**src/rtl/lvw_pkg.sv**
```systemverilog
package lvw_pkg;

    localparam int LVL_N    = 4;
    localparam int SEL_W    = $clog2(LVL_N);
    localparam int REG_W    = 8;

    localparam int BIT_FLAG = 7;
    localparam int BIT_ACK  = 6;
    localparam int BIT_IE   = 5;

    typedef enum logic [SEL_W-1:0] {
        TRIP_LOW  = 2'd0,
        TRIP_MID1 = 2'd1,
        TRIP_MID2 = 2'd2,
        TRIP_HIGH = 2'd3
    } trip_sel_e;

    typedef struct packed {
        logic      irq_en;
        trip_sel_e sel;
    } lvw_cfg_t;

    localparam lvw_cfg_t CFG_RESET = '{irq_en: 1'b0, sel: TRIP_LOW};

    function automatic logic [REG_W-1:0] pack_status(input logic flag, input lvw_cfg_t cfg);
        logic [REG_W-1:0] b;
        b             = '0;
        b[BIT_FLAG]   = flag;
        b[BIT_IE]     = cfg.irq_en;
        b[SEL_W-1:0]  = cfg.sel;
        return b;
    endfunction

endpackage

```
**src/rtl/lvw_sync.sv**
```systemverilog
module lvw_sync #(
    parameter int WIDTH  = 4,
    parameter int STAGES = 2
) (
    input  logic             clk,
    input  logic             rst,
    input  logic [WIDTH-1:0] d_async,
    output logic [WIDTH-1:0] q_sync
);
    logic [STAGES-1:0][WIDTH-1:0] chain;

    always_ff @(posedge clk) begin
        if (rst) begin
            chain <= '0;
        end else begin
            chain[0] <= d_async;
            for (int s = 1; s < STAGES; s++) begin
                chain[s] <= chain[s-1];
            end
        end
    end

    assign q_sync = chain[STAGES-1];

endmodule

```
**src/rtl/lvw_cross.sv**
```systemverilog
module lvw_cross
    import lvw_pkg::*;
(
    input  logic             clk,
    input  logic             rst,
    input  logic [LVL_N-1:0] lvl_sync,
    input  trip_sel_e        sel,
    output logic             set_evt
);
    logic sel_now;
    logic sel_prev;

    assign sel_now = lvl_sync[sel];

    always_ff @(posedge clk) begin
        if (rst) sel_prev <= 1'b0;
        else     sel_prev <= sel_now;
    end

    assign set_evt = sel_now & ~sel_prev;

    // a set event needs the selected level active right now
    assert_evt_needs_level_R7: assert property (@(posedge clk) disable iff (rst)
        set_evt |-> lvl_sync[sel]);

    // an event never repeats on consecutive cycles without the select moving
    assert_evt_single_R2: assert property (@(posedge clk) disable iff (rst)
        (set_evt && $stable(sel)) |=> (!set_evt || sel != $past(sel)));

endmodule

```
**src/rtl/lvw_regs.sv**
```systemverilog
module lvw_regs
    import lvw_pkg::*;
(
    input  logic             clk,
    input  logic             rst,
    input  logic             wr_en,
    input  logic [REG_W-1:0] wr_data,
    input  logic             set_evt,
    output lvw_cfg_t         cfg,
    output logic             flag,
    output logic             irq,
    output logic [REG_W-1:0] rd_data
);
    logic ack;
    logic unused_wr_bits;

    assign ack            = wr_en & wr_data[BIT_ACK];
    assign unused_wr_bits = ^{wr_data[BIT_FLAG], wr_data[BIT_IE-1:SEL_W]};

    always_ff @(posedge clk) begin
        if (rst) begin
            cfg <= CFG_RESET;
        end else if (wr_en) begin
            cfg.irq_en <= wr_data[BIT_IE];
            cfg.sel    <= trip_sel_e'(wr_data[SEL_W-1:0]);
        end
    end

    // set has priority over acknowledge
    always_ff @(posedge clk) begin
        if (rst)          flag <= 1'b0;
        else if (set_evt) flag <= 1'b1;
        else if (ack)     flag <= 1'b0;
    end

    always_ff @(posedge clk) begin
        if (rst) irq <= 1'b0;
        else     irq <= flag & cfg.irq_en;
    end

    assign rd_data = pack_status(flag, cfg);

    assert_set_wins_R8: assert property (@(posedge clk) disable iff (rst)
        set_evt |=> flag);

    assert_ack_clears_R4: assert property (@(posedge clk) disable iff (rst)
        (ack && !set_evt) |=> !flag);

    assert_flag_sticky_R10: assert property (@(posedge clk) disable iff (rst)
        (!set_evt && !ack) |=> $stable(flag));

    assert_irq_on_R5: assert property (@(posedge clk) disable iff (rst)
        (flag && cfg.irq_en) |=> irq);

    assert_irq_off_R5: assert property (@(posedge clk) disable iff (rst)
        (!flag || !cfg.irq_en) |=> !irq);

endmodule

```
**src/rtl/lvw_ctrl.sv**
```systemverilog
module lvw_ctrl
    import lvw_pkg::*;
#(
    parameter int SYNC_STAGES = 2
) (
    input  logic             clk,
    input  logic             rst,
    input  logic [LVL_N-1:0] below_lvl,
    input  logic             wr_en,
    input  logic [REG_W-1:0] wr_data,
    output logic [REG_W-1:0] rd_data,
    output logic             irq
);
    logic [LVL_N-1:0] lvl_sync;
    lvw_cfg_t         cfg;
    logic             set_evt;
    logic             flag;

    lvw_sync #(.WIDTH(LVL_N), .STAGES(SYNC_STAGES)) u_sync (
        .clk     (clk),
        .rst     (rst),
        .d_async (below_lvl),
        .q_sync  (lvl_sync)
    );

    lvw_cross u_cross (
        .clk      (clk),
        .rst      (rst),
        .lvl_sync (lvl_sync),
        .sel      (cfg.sel),
        .set_evt  (set_evt)
    );

    lvw_regs u_regs (
        .clk     (clk),
        .rst     (rst),
        .wr_en   (wr_en),
        .wr_data (wr_data),
        .set_evt (set_evt),
        .cfg     (cfg),
        .flag    (flag),
        .irq     (irq),
        .rd_data (rd_data)
    );

    // the flag never rises unless a set event preceded it
    assert_rise_needs_evt_R2: assert property (@(posedge clk) disable iff (rst)
        $rose(rd_data[BIT_FLAG]) |-> $past(set_evt));

endmodule

```
**config.mk**
```make
export PLATFORM = sky130hd
export DESIGN_NAME = lvw_ctrl
export DESIGN_NICKNAME = d
export VERILOG_FILES = /design/src/rtl/lvw_pkg.sv /design/src/rtl/lvw_sync.sv /design/src/rtl/lvw_cross.sv /design/src/rtl/lvw_regs.sv /design/src/rtl/lvw_ctrl.sv
export SDC_FILE = /design/constraint.sdc
export NUM_CORES = 1
export LEC_CHECK = 0
export BUFFER_PORTS_ARGS = -buffer_cell sky130_fd_sc_hd__buf_2
export CORE_AREA = 5 5 42 44
export CTS_CLUSTER_DIAMETER = 80
export CTS_CLUSTER_SIZE = 30
export DETAILED_ROUTE_END_ITERATION = 8
export DIE_AREA = 0 0 47 49
export PLACE_DENSITY = 0.68
export SLEW_MARGIN = 20
export SYNTH_ARGS = -nofsm -noshare
export SYNTH_HDL_FRONTEND = slang
export SYNTH_SLANG_ARGS = --single-unit
```
**constraint.sdc**
```tcl
create_clock -name clk -period 1.9 [get_ports clk]
set_clock_uncertainty 0.1 [all_clocks]
set_input_delay 0.095 -clock clk [delete_from_list [all_inputs] [get_ports clk]]
set_output_delay 0.095 -clock clk [all_outputs]
set_load 0.02 [all_outputs]
```
# == Yosys cells after proc, flatten, opt, wreduce, memory -nomap -nowiden ==
# Index checks and enable logic that the tools add are counted.
# word_totals
reg_bits,14
input_bits,15
out_inout_bits,9
word_cells,17
# classes
n_lt_le_gt_ge,1
muxes,4
n_bitwise,4
n_reduce_logical,1
# op_table
cell,n
$and A1 B1 Y1,3
$lt A2 B3 Y1 const B,1
$mux W1,3
$bmux W1 S2,1
$reduce_bool A2 Y1,1
$not A1 Y1,1

# == Longest topological paths before layout ==
# Gate-level depths: netlist of the first run.
# depth
depth_word,4
mapped_depth,2
ltp_nobuf,2

# == By module ==
# From an unflattened synthesis of the first run, not the netlist that was laid out.
# unflattened
cells_unflattened,49
hier_area_um2,539.3
# modules_own_cells
mod,n_inst,cells_per_inst,area_per_inst_um2,seq_area_each_um2
lvw_sync,1,20,240.2,160.2
lvw_regs,1,25,229.0,100.1
lvw_cross,1,4,70.1,20.0

# == Worst setup path after synthesis of the first run ==
# Ideal clock, no wire load.
# synth_timing
path_type,reg2reg
start,"reg, netlist name u_regs.cfg[0]"
end,reg u_regs.flag
setup_time_ps,117
arrival_ps,1166
required_ps,1683
setup_slack_ps,517
path_stages_with_launch,3
path_buffers,0
period_less_slack_ps,1383
path_cell_list,dfxtp_1 mux4_2 a22o_1
# synth_via
elab_chain_cells,4
elab_cells_between_ends,5
classes_between,3 x mux; 1 x bitwise; 1 x reduce/logical
# synth_rtl
element,line_no,text
$bmux W1 S2 *,lvw_cross.sv:13,assign sel_now = lvl_sync[sel];
$mux W1 (implied by the code) *,lvw_cross.sv:13,
$and A1 B1 Y1 *,lvw_cross.sv:20,assign set_evt = sel_now & ~sel_prev;
$mux W1 / $reduce_bool A2 Y1 (equally long branches),--,
end signal: assignment,lvw_regs.sv:31,if (rst) flag <= 1'b0;
end signal: assignment,lvw_regs.sv:32,else if (set_evt) flag <= 1'b1;
end signal: assignment,lvw_regs.sv:33,else if (ack) flag <= 1'b0;
end: declaration,lvw_regs.sv:10,"output logic flag,"
# Mark *: on every way between the ends. The rest lies on a longest branch, timed or not. The select of a mux whose other input is x is not followed.
# A chain may end at the register's enable or synchronous reset.

# == Worst setup path in the final report of the first run ==
# layout_timing
start,"reg, netlist name u_regs.cfg[0]"
end,reg u_regs.flag
# layout_via
elab_chain_cells,4
elab_cells_between_ends,5
classes_between,3 x mux; 1 x bitwise; 1 x reduce/logical
# layout_rtl
element,line_no
$bmux W1 S2 *,lvw_cross.sv:13
$mux W1 (implied by the code) *,lvw_cross.sv:13
$and A1 B1 Y1 *,lvw_cross.sv:20
$mux W1 / $reduce_bool A2 Y1 (equally long branches),--
# Marked as above.

==> results by group, run 1 <==
Clock network
  – Hold_buf cts: 7
  – H-tree depth: 1
  – Clock Path Buffers: 2
  – CTS tree: built
  – Post_cts resized: 0
  – Clk Latency, worst-skew pair: 0.26 ns
  – Clock net sink count: 14
  – Clk slew on worst S/H paths: 0.08 ns
  – Root Buffer: clkbuf_4
  – Cts bufs inserted: 3
  – Post-CTS setup buffers: 0

Final layout
  – Finished Cell Area: roughly 630 um2
  – Seq. cell area: between 200 and 300 um2
  – Area of the multi-input gates: roughly 160 um2
  – Share of cells above drive strength 1: 0.297
  – ANT cells: 0
  – Syn-to-layout area delta: 33.2%
  – Fillers: 135
  – Nets: just over 80

Pwr
  – Clock share of power: 0.293
  – Logic pwr share: 0.118
  – Switching power: about 0.12 mW
  – Seq pwr share: 0.588
  – Peak VDD IR: a little under 500 uV
  – Pleak: about 0.30 nW
  – Power per cell area: between 800 and 900 mW/mm2
  – Switch share: 0.222
  – Internal cell power: between 0.4 and 0.5 mW

Floorplanning
  – I/O pins: 24
  – Chip height: approximately 50 um
  – Row Count: 14
  – Die ar.: 0.00230 mm2
  – Initial core utilization: 0.338
  – Core area: ~0.0014 mm2
  – Chip width: roughly 47 um

Hold path
  – Min-delay src: wr_data[6]
  – Worst Hold Depth: 3
  – Min-delay worst type: input pin to flip-flop

Yosys
  – Synth cell count leaders: dfxtp_1 (14), nor2b_1 (10), buf_4 (5)
  – Synth Register Bits: 14
  – Post-Syn Instances: 42
  – Synth warnings: 0
  – Synthesized cell area: 474 um2
  – Unique masters post-synth: 11
  – Sequential area share after synthesis: 0.591
  – Yosys top cell by area: dfxtp_1
  – Top cells by area, synth: dfxtp_1 (59%), nor2b_1 (13%), buf_4 (7.9%)
  – EDFF count, synth: 0
  – Syn Area/Cell: about 11 um2
  – Synth async-reset ratio: 0
  – Top FF cell, synth: dfxtp_1
  – Area share of the largest cell type after synthesis: 0.591
  – Count leader, synth: dfxtp_1

Timing
  – Fmax: between 0.7 and 0.8 GHz
  – Final min period: between 1 and 1.5 ns
  – RSZ-0062 raised after global routing: false
  – Max Slew Vio Count: 0
  – Fin. Hold Viols: 0
  – Final setup viols: 0
  – Final period util: 0.685
  – Setup TNS: 0 ns

Placed design
  – Port bufs: 15
  – Dpl cell area: approximately 540 um2
  – Routability congestion estimate from global placement: about 0.69
  – DP HPWL: 539 um

Drt
  – Mean number of vias per cell: slightly above 4
  – Post-Route WL: slightly below 800 um
  – Pre-antenna DRT Iters: 1
  – Antenna Violating Nets Remaining: 0
  – Via Count: approximately 320
  – Wire per inst: 9.95 um
  – DR iter-0 viols: 0
  – DRC: 0

GRT
  – Largest net degree at the start of global routing: 15
  – Global-route wire length before repair: 1.37 mm
  – GR Overflow Total: 0
  – Initial antenna violation count: 0
  – Vias in the first global route: 323
  – Total Routing Usage GR: 0.0858

Setup path
  – Crit-path max FO: 3
  – Worst setup SP type: flip-flop
  – WS Path Type: flip-flop to flip-flop
  – FF-to-FF path depth: 2
  – CP Launch Point: u_regs.cfg[0]
  – R2R Path Start: u_regs.cfg[0]
  – Worst path arrival time: approximately 1.4 ns
  – CP required: 1.97 ns
  – Crit path capture type: flip-flop

Job
  – Max-cap violation count: 0

Status
  – Status: completed
## per-stage QoR
step                      cells  power, mW  hold WS [ns]  utilization  worst slack [ns]
after global routing         80      0.562        0.0447        0.451             0.537
after CTS                    80      0.541        0.0225        0.451             0.581
after floorplan              45      0.360        0.0666            -             0.517
after detailed placement     70      0.372         0.209        0.385             0.594
final                        80      0.531        0.0283        0.451             0.598
after global placement       70      0.370         0.203        0.385             0.600
## power groups by stage
stage / Clock [mW] / Sequential, mW / Combinational, mW
2_1_floorplan: 0 / 0.323 / 0.0363
3_3_place_gp: 0 / 0.319 / 0.0513
3_5_place_dp: 0 / 0.320 / 0.0523
4_1_cts: 0.166 / 0.313 / 0.0633
5_1_grt: 0.178 / 0.314 / 0.0702
6_report: 0.156 / 0.312 / 0.0629
## sequential cells by signal, indices dropped and copies added (netlist names)
signal            cells
u_cross.sel_prev      1
u_regs.irq            1
u_sync.chain          4
u_regs.flag           1
u_sync.q_sync         4
u_regs.cfg            3
## cell usage in the layout (no fill, tap or decap)
| master | instances |
|---|---|
| a22o_1 | 1 |
| dlygate4sd3_1 | 7 |
| buf_2 | 15 |
| clkbuf_4 | 3 |
| nor2_1 | 4 |
| and2_1 | 1 |
| nor2b_1 | 10 |
| dfxtp_1 | 14 |
| conb_1 | 4 |
| mux4_2 | 1 |
| mux2i_1 | 3 |
| nand2_1 | 1 |
## worst max-delay path: stages, from the launching register on
cell and delay (ns):
dfxtp_1 0.39, mux4_2 0.52, a22o_1 0.19
## metal layers
layer	routed length, um	global-route usage	vias up
li1	-	-	168
met1	267	0.0921	138
met2	418	0.133	16
met3	110	0.0664	0
met4	0	0.0138	0
met5	0	0	-
## area by class of cell
| class | count | share of cell area |
|---|---|---|
| clock buffers | 3 | 0.0356 |
| multi-input cells | 25 | 0.259 |
| flip-flops and latches | 14 | 0.444 |
| well taps | 16 | 0.0317 |
| repair buffers | 22 | 0.230 |
## logic make-up (layout without fill, tap and decap cells)
| group | after synthesis | in the layout | share of synthesized area |
|---|---|---|---|
| AND/OR/NAND/NOR | 16 | 16 | 0.185 |
| other | 1 | 4 | 0.00791 |
| multiplexers | 4 | 4 | 0.111 |
| flip-flops | 14 | 14 | 0.591 |
| AO/OA/AOI/OAI | 1 | 1 | 0.0185 |
| buffers and inverters | 6 | 25 | 0.0871 |
## path summary, 6_finish.rpt
kind,slack [ns],end
max,0.60,u_regs.flag
min,0.03,u_regs.flag
max reg2reg,0.60,u_regs.flag
min reg2reg,0.33,u_sync.q_sync[1]
(Power assumes the default switching activity.)
==> inputs of run 2 (changes only) <==
ABC_AREA = 1   (was default)
PLACE_DENSITY = 0.72   (was 0.68)
clock period = 1.3 ns   (was 1.9 ns; I/O delays follow)
==> results by group, run 2 <==
Timing
  – Setup TNS: 0 ns (unchanged)
  – Final min period: ~1.3 ns
  – Final setup viols: 0 (unchanged)
  – Final period util: 0.979
  – Fmax: a little under 0.8 GHz
  – Worst hold slack: 0.0559 ns (+0.0277 ns)
  – Fin. Hold Viols: 0 (unchanged)
  – Max Slew Vio Count: 0 (unchanged)
  – RSZ-0062 raised after global routing: false

Yosys
  – Unique masters post-synth: 15 (+4)
  – Synth async-reset ratio: 0 (unchanged)
  – Syn Area/Cell: 7.86 um2 (-30%)
  – Count leader, synth: dfxtp_1
  – Yosys top cell by area: dfxtp_1
  – Sequential area share after synthesis: 0.532 (-0.0590)
  – Post-Syn Instances: 67 (+60%)
  – Synthesized cell area: 527 um2 (+11%)
  – EDFF count, synth: 0 (unchanged)
  – Synth warnings: 0 (unchanged)
  – Top cells by area, synth: dfxtp_1 (53%), nor2_1 (7.8%), buf_4 (7.1%)
  – Synth cell count leaders: dfxtp_1 (14), nor2_1 (11), inv_1 (10)
  – Synth Register Bits: 14 (unchanged)
  – Area share of the largest cell type after synthesis: 0.532 (-0.0590)
  – Top FF cell, synth: dfxtp_1

Clock network
  – Clk Latency, worst-skew pair: 0.27 ns (about the same)
  – Clk slew on worst S/H paths: 0.08 ns (about the same)
  – Clock Path Buffers: 2 (unchanged)
  – Cts bufs inserted: 3 (unchanged)
  – Root Buffer: clkbuf_4
  – H-tree depth: 1 (unchanged)
  – Post_cts resized: 0 (unchanged)
  – Clock net sink count: 14 (unchanged)
  – CTS tree: built

GRT
  – Met3 Use GR: 0.0258 (-0.0406)
  – Largest net degree at the start of global routing: 8 (-7)
  – Total Routing Usage GR: 0.110 (+0.0238)
  – GR Overflow Total: 0 (unchanged)
  – Global-route wire length before repair: 1.84 mm (+35%)
  – Grt peak-use layer: met2
  – Grt met1 use: 0.125 (+0.0326)
  – Initial antenna violation count: 0 (unchanged)
  – Met2 usage: 0.174 (+0.0407)
  – Vias in the first global route: 432 (+34%)

Setup path
  – Worst path arrival time: 1.33 ns (-0.04 ns)
  – CP Cell Sequence: dlygate4sd3_1 > buf_2 > inv_1 > nor2_1 > dlygate4sd3_1
  – Worst setup SP type: input pin
  – Crit path capture type: flip-flop
  – Buffers plus inverters on the worst setup path: 4 (+4)
  – Worst path max stage delay: 0.55 ns (+0.03 ns)
  – Crit-path most repeated cell: dlygate4sd3_1
  – WS Path Type: input pin to flip-flop
  – Crit-path slowest cell: dlygate4sd3_1
  – CP required: 1.36 ns (-0.61 ns)
  – Crit-path max FO: 1 (-2)
  – Critical path's top delay family: buffers and inverters

Final layout
  – Nets: 112 (+38%)
  – Syn-to-layout area delta: 41.1%
  – Finished Cell Area: 743 um2 (+18%)
  – Most frequent cells in the layout: buf_2 (15), dfxtp_1 (14), dlygate4sd3_1 (13)
  – Commonest non-fill, non-tap cell in the layout: buf_2
  – ANT cells: 0 (unchanged)
  – Share of cells above drive strength 1: 0.274 (-0.0232)

Placed design
  – Routability congestion estimate from global placement: 0.622 (-10%)
  – DP HPWL: 702 um (+30%)
  – Port bufs: 15 (unchanged)
  – Dpl cell area: 591 um2 (+9.5%)

Floorplanning
  – Chip height: 49 um (unchanged)
  – I/O pins: 24 (unchanged)
  – Initial core utilization: 0.376 (+0.0375)
  – Core area: 0.00140 mm2 (unchanged)
  – Die ar.: 0.00230 mm2 (unchanged)
  – Chip width: 47 um (unchanged)
  – Row Count: 14 (unchanged)

Drt
  – DR iter-0 viols: 12 (+12)
  – DRC: 0 (unchanged)
  – Pre-antenna DRT Iters: 4 (+3)
  – Post-Route WL: 1.09 mm (+37%)
  – Mean number of vias per cell: 4.27 (+6.1%)
  – Antenna Violating Nets Remaining: 0 (unchanged)
  – Via Count: 474 (+47%)
  – Wire per inst: 9.84 um (-1.1%)

Status
  – Status: completed

Pwr
  – Pleak: 0.379 nW (+27%)
  – Peak VDD IR: 715 uV (+49%)
  – Power per cell area: 1120 mW/mm2 (+33%)

Hold path
  – Min-delay worst type: input pin to flip-flop

Job
  – Max-cap violation count: 0 (unchanged)
[run 2: cell type report]
cell class | instances | area (um2)
clock buffers | 3 | 22.5
well taps | 16 | 20.0
multi-input cells | 33 | 151
flip-flops and latches | 14 | 280
fillers | 132 | 658
inverters | 17 | 63.8
repair buffers | 28 | 205
[run 2: per-stage QoR]
step	utilization	total power [mW]	cells	setup slack, ns
2_1_floorplan	-	0.556	70	0.302
3_3_place_gp	0.421	0.573	95	0.412
3_5_place_dp	0.421	0.579	95	0.369
4_1_cts	0.530	0.842	111	0.0478
5_1_grt	0.530	0.880	111	0.00141
6_report	0.530	0.833	111	0.0271
[run 2: metal layers]
metal,up-vias,wire [um]
met5,-,0
met4,0,36
met3,5,75
met2,15,558
met1,214,422
li1,240,-
[run 2: timing repair]
action | 4_1_cts | 5_1_grt
endpoints found under the hold margin | 11 | 1
setup buffers | 0 | 0
endpoints found under the setup margin | 0 | 1
hold buffers | 13 | 1
[run 2: kinds of logic (layout without fill, tap and decap cells)]
kind of cell           Yosys count  count (layout)  synth area share
AO/OA/AOI/OAI                    6               6            0.0570
buffers and inverters           23              48             0.202
flip-flops                      14              14             0.532
other                            1               4           0.00712
AND/OR/NAND/NOR                 23              23             0.202
[run 2: worst reg2reg max path: stages, from the launching register on]
cell and delay [ns]:
dfxtp_1 0.39, inv_2 0.07, nand2_2 0.06, nand3_2 0.06
nand2_1 0.07, nand3_1 0.07, nand2_1 0.07
[run 2: report_power, final]
group	switching (mW)	internal [mW]	total (mW)	leakage [nW]
registers	0.0125	0.453	0.466	0.116
clock network	0.126	0.107	0.233	0.0138
logic	0.0725	0.0618	0.134	0.250
total	0.211	0.622	0.833	0.379
[run 2: final timing paths]
kind | startpoint | endpoint | slack, ns | depth (start not counted)
worst min-delay path | rst | u_regs.cfg[2] | 0.06 | 4
worst min register to register | u_sync.chain[3] | u_sync.q_sync[3] | 0.30 | 2
worst max register to register | u_regs.cfg[0] | u_regs.flag | 0.36 | 6
worst max-delay path | below_lvl[3] | u_sync.chain[3] | 0.03 | 5
==> inputs of run 3 (changes only) <==
CORE_AREA = 4 4 41 43   (was 5 5 42 44)
DIE_AREA = 0 0 45 47   (was 0 0 47 49)
==> results by group, run 3 (synthesis results as in run 2) <==
Status
  – Status: completed

Setup path
  – Crit path capture type: output port
  – Worst setup SP type: flip-flop
  – WS Path Type: flip-flop to output port
  – Crit-path max FO: 4 (+3)
  – CP Cell Sequence: buf_2
  – Critical path's top delay family: flip-flops
  – Buffers plus inverters on the worst setup path: 1 (-3)
  – Worst path arrival time: 0.84 ns (-0.49 ns)
  – Worst path max stage delay: 0.39 ns (-0.16 ns)
  – CP required: 1.13 ns (-0.23 ns)
  – Crit-path slowest cell: dfxtp_1

Final layout
  – Finished Cell Area: 716 um2 (-3.7%)
  – Commonest non-fill, non-tap cell in the layout: buf_2
  – Nets: 108 (-3.6%)
  – Syn-to-layout area delta: 35.9%
  – Most frequent cells in the layout: buf_2 (15), dfxtp_1 (14), nor2_1 (11)
  – Fin util: 0.550 (+0.0196)
  – Share of cells above drive strength 1: 0.293 (+0.0198)
  – ANT cells: 0 (unchanged)

Clock network
  – Clk Latency, worst-skew pair: 0.27 ns (about the same)
  – Clock Path Buffers: 2 (unchanged)
  – Root Buffer: clkbuf_4
  – Clk slew on worst S/H paths: 0.08 ns (about the same)
  – H-tree depth: 1 (unchanged)
  – CTS tree: built
  – Clock net sink count: 14 (unchanged)
  – Cts bufs inserted: 3 (unchanged)

Drt
  – Wire per inst: 9.39 um (-4.5%)
  – DR iter-0 viols: 4 (-8)
  – Via Count: 434 (-8.4%)
  – Antenna Violating Nets Remaining: 0 (unchanged)
  – DRC: 0 (unchanged)
  – Post-Route WL: 1.01 mm (-8.0%)
  – Mean number of vias per cell: 4.06 (-5.0%)
  – Pre-antenna DRT Iters: 4 (unchanged)

Timing
  – Max Slew Vio Count: 0 (unchanged)
  – Fmax: 0.992 GHz (+26%)
  – Final min period: 1.01 ns (-0.264 ns)
  – Setup TNS: 0 ns (unchanged)
  – Final setup viols: 0 (unchanged)
  – Final period util: 0.776 (-0.203)
  – RSZ-0062 raised after global routing: false
  – Fin. Hold Viols: 0 (unchanged)
  – Worst hold slack: 0.00414 ns (-0.0518 ns)

GRT
  – Initial antenna violation count: 0 (unchanged)
  – Grt met1 use: 0.109 (-0.0157)
  – Met2 usage: 0.209 (+0.0348)
  – Grt peak-use layer: met2
  – GR Overflow Total: 0 (unchanged)
  – Total Routing Usage GR: 0.111 (+0.00176)
  – Global-route wire length before repair: 1.63 mm (-12%)
  – Met3 Use GR: 0.0383 (+0.0125)
  – Vias in the first global route: 420 (-2.8%)
  – Largest net degree at the start of global routing: 12 (+4)

Placed design
  – DP HPWL: 684 um (-2.5%)
  – Dpl cell area: 589 um2 (-0.21%)
  – Routability congestion estimate from global placement: 0.658 (+5.7%)
  – Port bufs: 15 (unchanged)

Floorplanning
  – Die ar.: 0.00212 mm2 (-8.2%)
  – Chip height: 47 um (-4.1%)
  – Row Count: 13 (-1)
  – Core area: 0.00130 mm2 (-7.1%)
  – I/O pins: 24 (unchanged)
  – Chip width: 45 um (-4.3%)
  – Initial core utilization: 0.405 (+0.0289)

Pwr
  – Power per cell area: 1240 mW/mm2 (+10%)
  – Pleak: 0.368 nW (-2.9%)
  – Peak VDD IR: 913 uV (+28%)

Hold path
  – Min-delay worst type: input pin to flip-flop

Job
  – Max-cap violation count: 0 (unchanged)
==> run 3: cell types whose count changed in the layout (fill, tap and decap cells not counted) <==
cell and change:
dlygate4sd3_1 -4, clkbuf_8 +1
==> run 3: final timing paths <==
kind	startpoint	endpoint	slack (ns)	cells past startpoint
min reg2reg	u_sync.chain[0]	u_sync.q_sync[0]	0.31	2
min	rst	u_sync.q_sync[0]	0.004	2
max reg2reg	u_regs.cfg[0]	u_regs.flag	0.41	5
max	u_regs.cfg[0]	rd_data[0]	0.29	1
==> run 3: stage by stage <==
stage                     setup WS (ns)  total power, mW  std cells
after floorplan                   0.302            0.556         70
after global placement            0.420            0.573         94
after detailed placement          0.413            0.577         94
after CTS                         0.278            0.894        107
after global routing              0.261            0.934        107
final                             0.292            0.886        107
==> run 3: repair_timing <==
action	CTS	global route
endpoints found under the hold margin	8	0
setup buffers	0	0
endpoints found under the setup margin	0	0
hold buffers	9	0
gates resized for setup	0	0
==> run 3: metal layers <==
metal  part of all wire  wire, um  up-vias
met3              0.047        47        2
met1               0.37       372      187
met4              0.017        17        0
met5                  0         0        -
met2               0.57       568       10
li1                   -         -      235
==> run 3: report_power, final <==
group	switching, mW	total (mW)	internal [mW]
registers	0.0123	0.465	0.453
logic	0.0687	0.123	0.0538
clock network	0.128	0.298	0.170
==> run 3: final cells by class <==
class | instances | area (um2)
timing repair buffer | 24 | 165
multi-input combinational | 33 | 151
clock buffer | 4 | 36.3
sequential | 14 | 280
fill | 130 | 586
inverter | 17 | 63.8
tap | 15 | 18.8
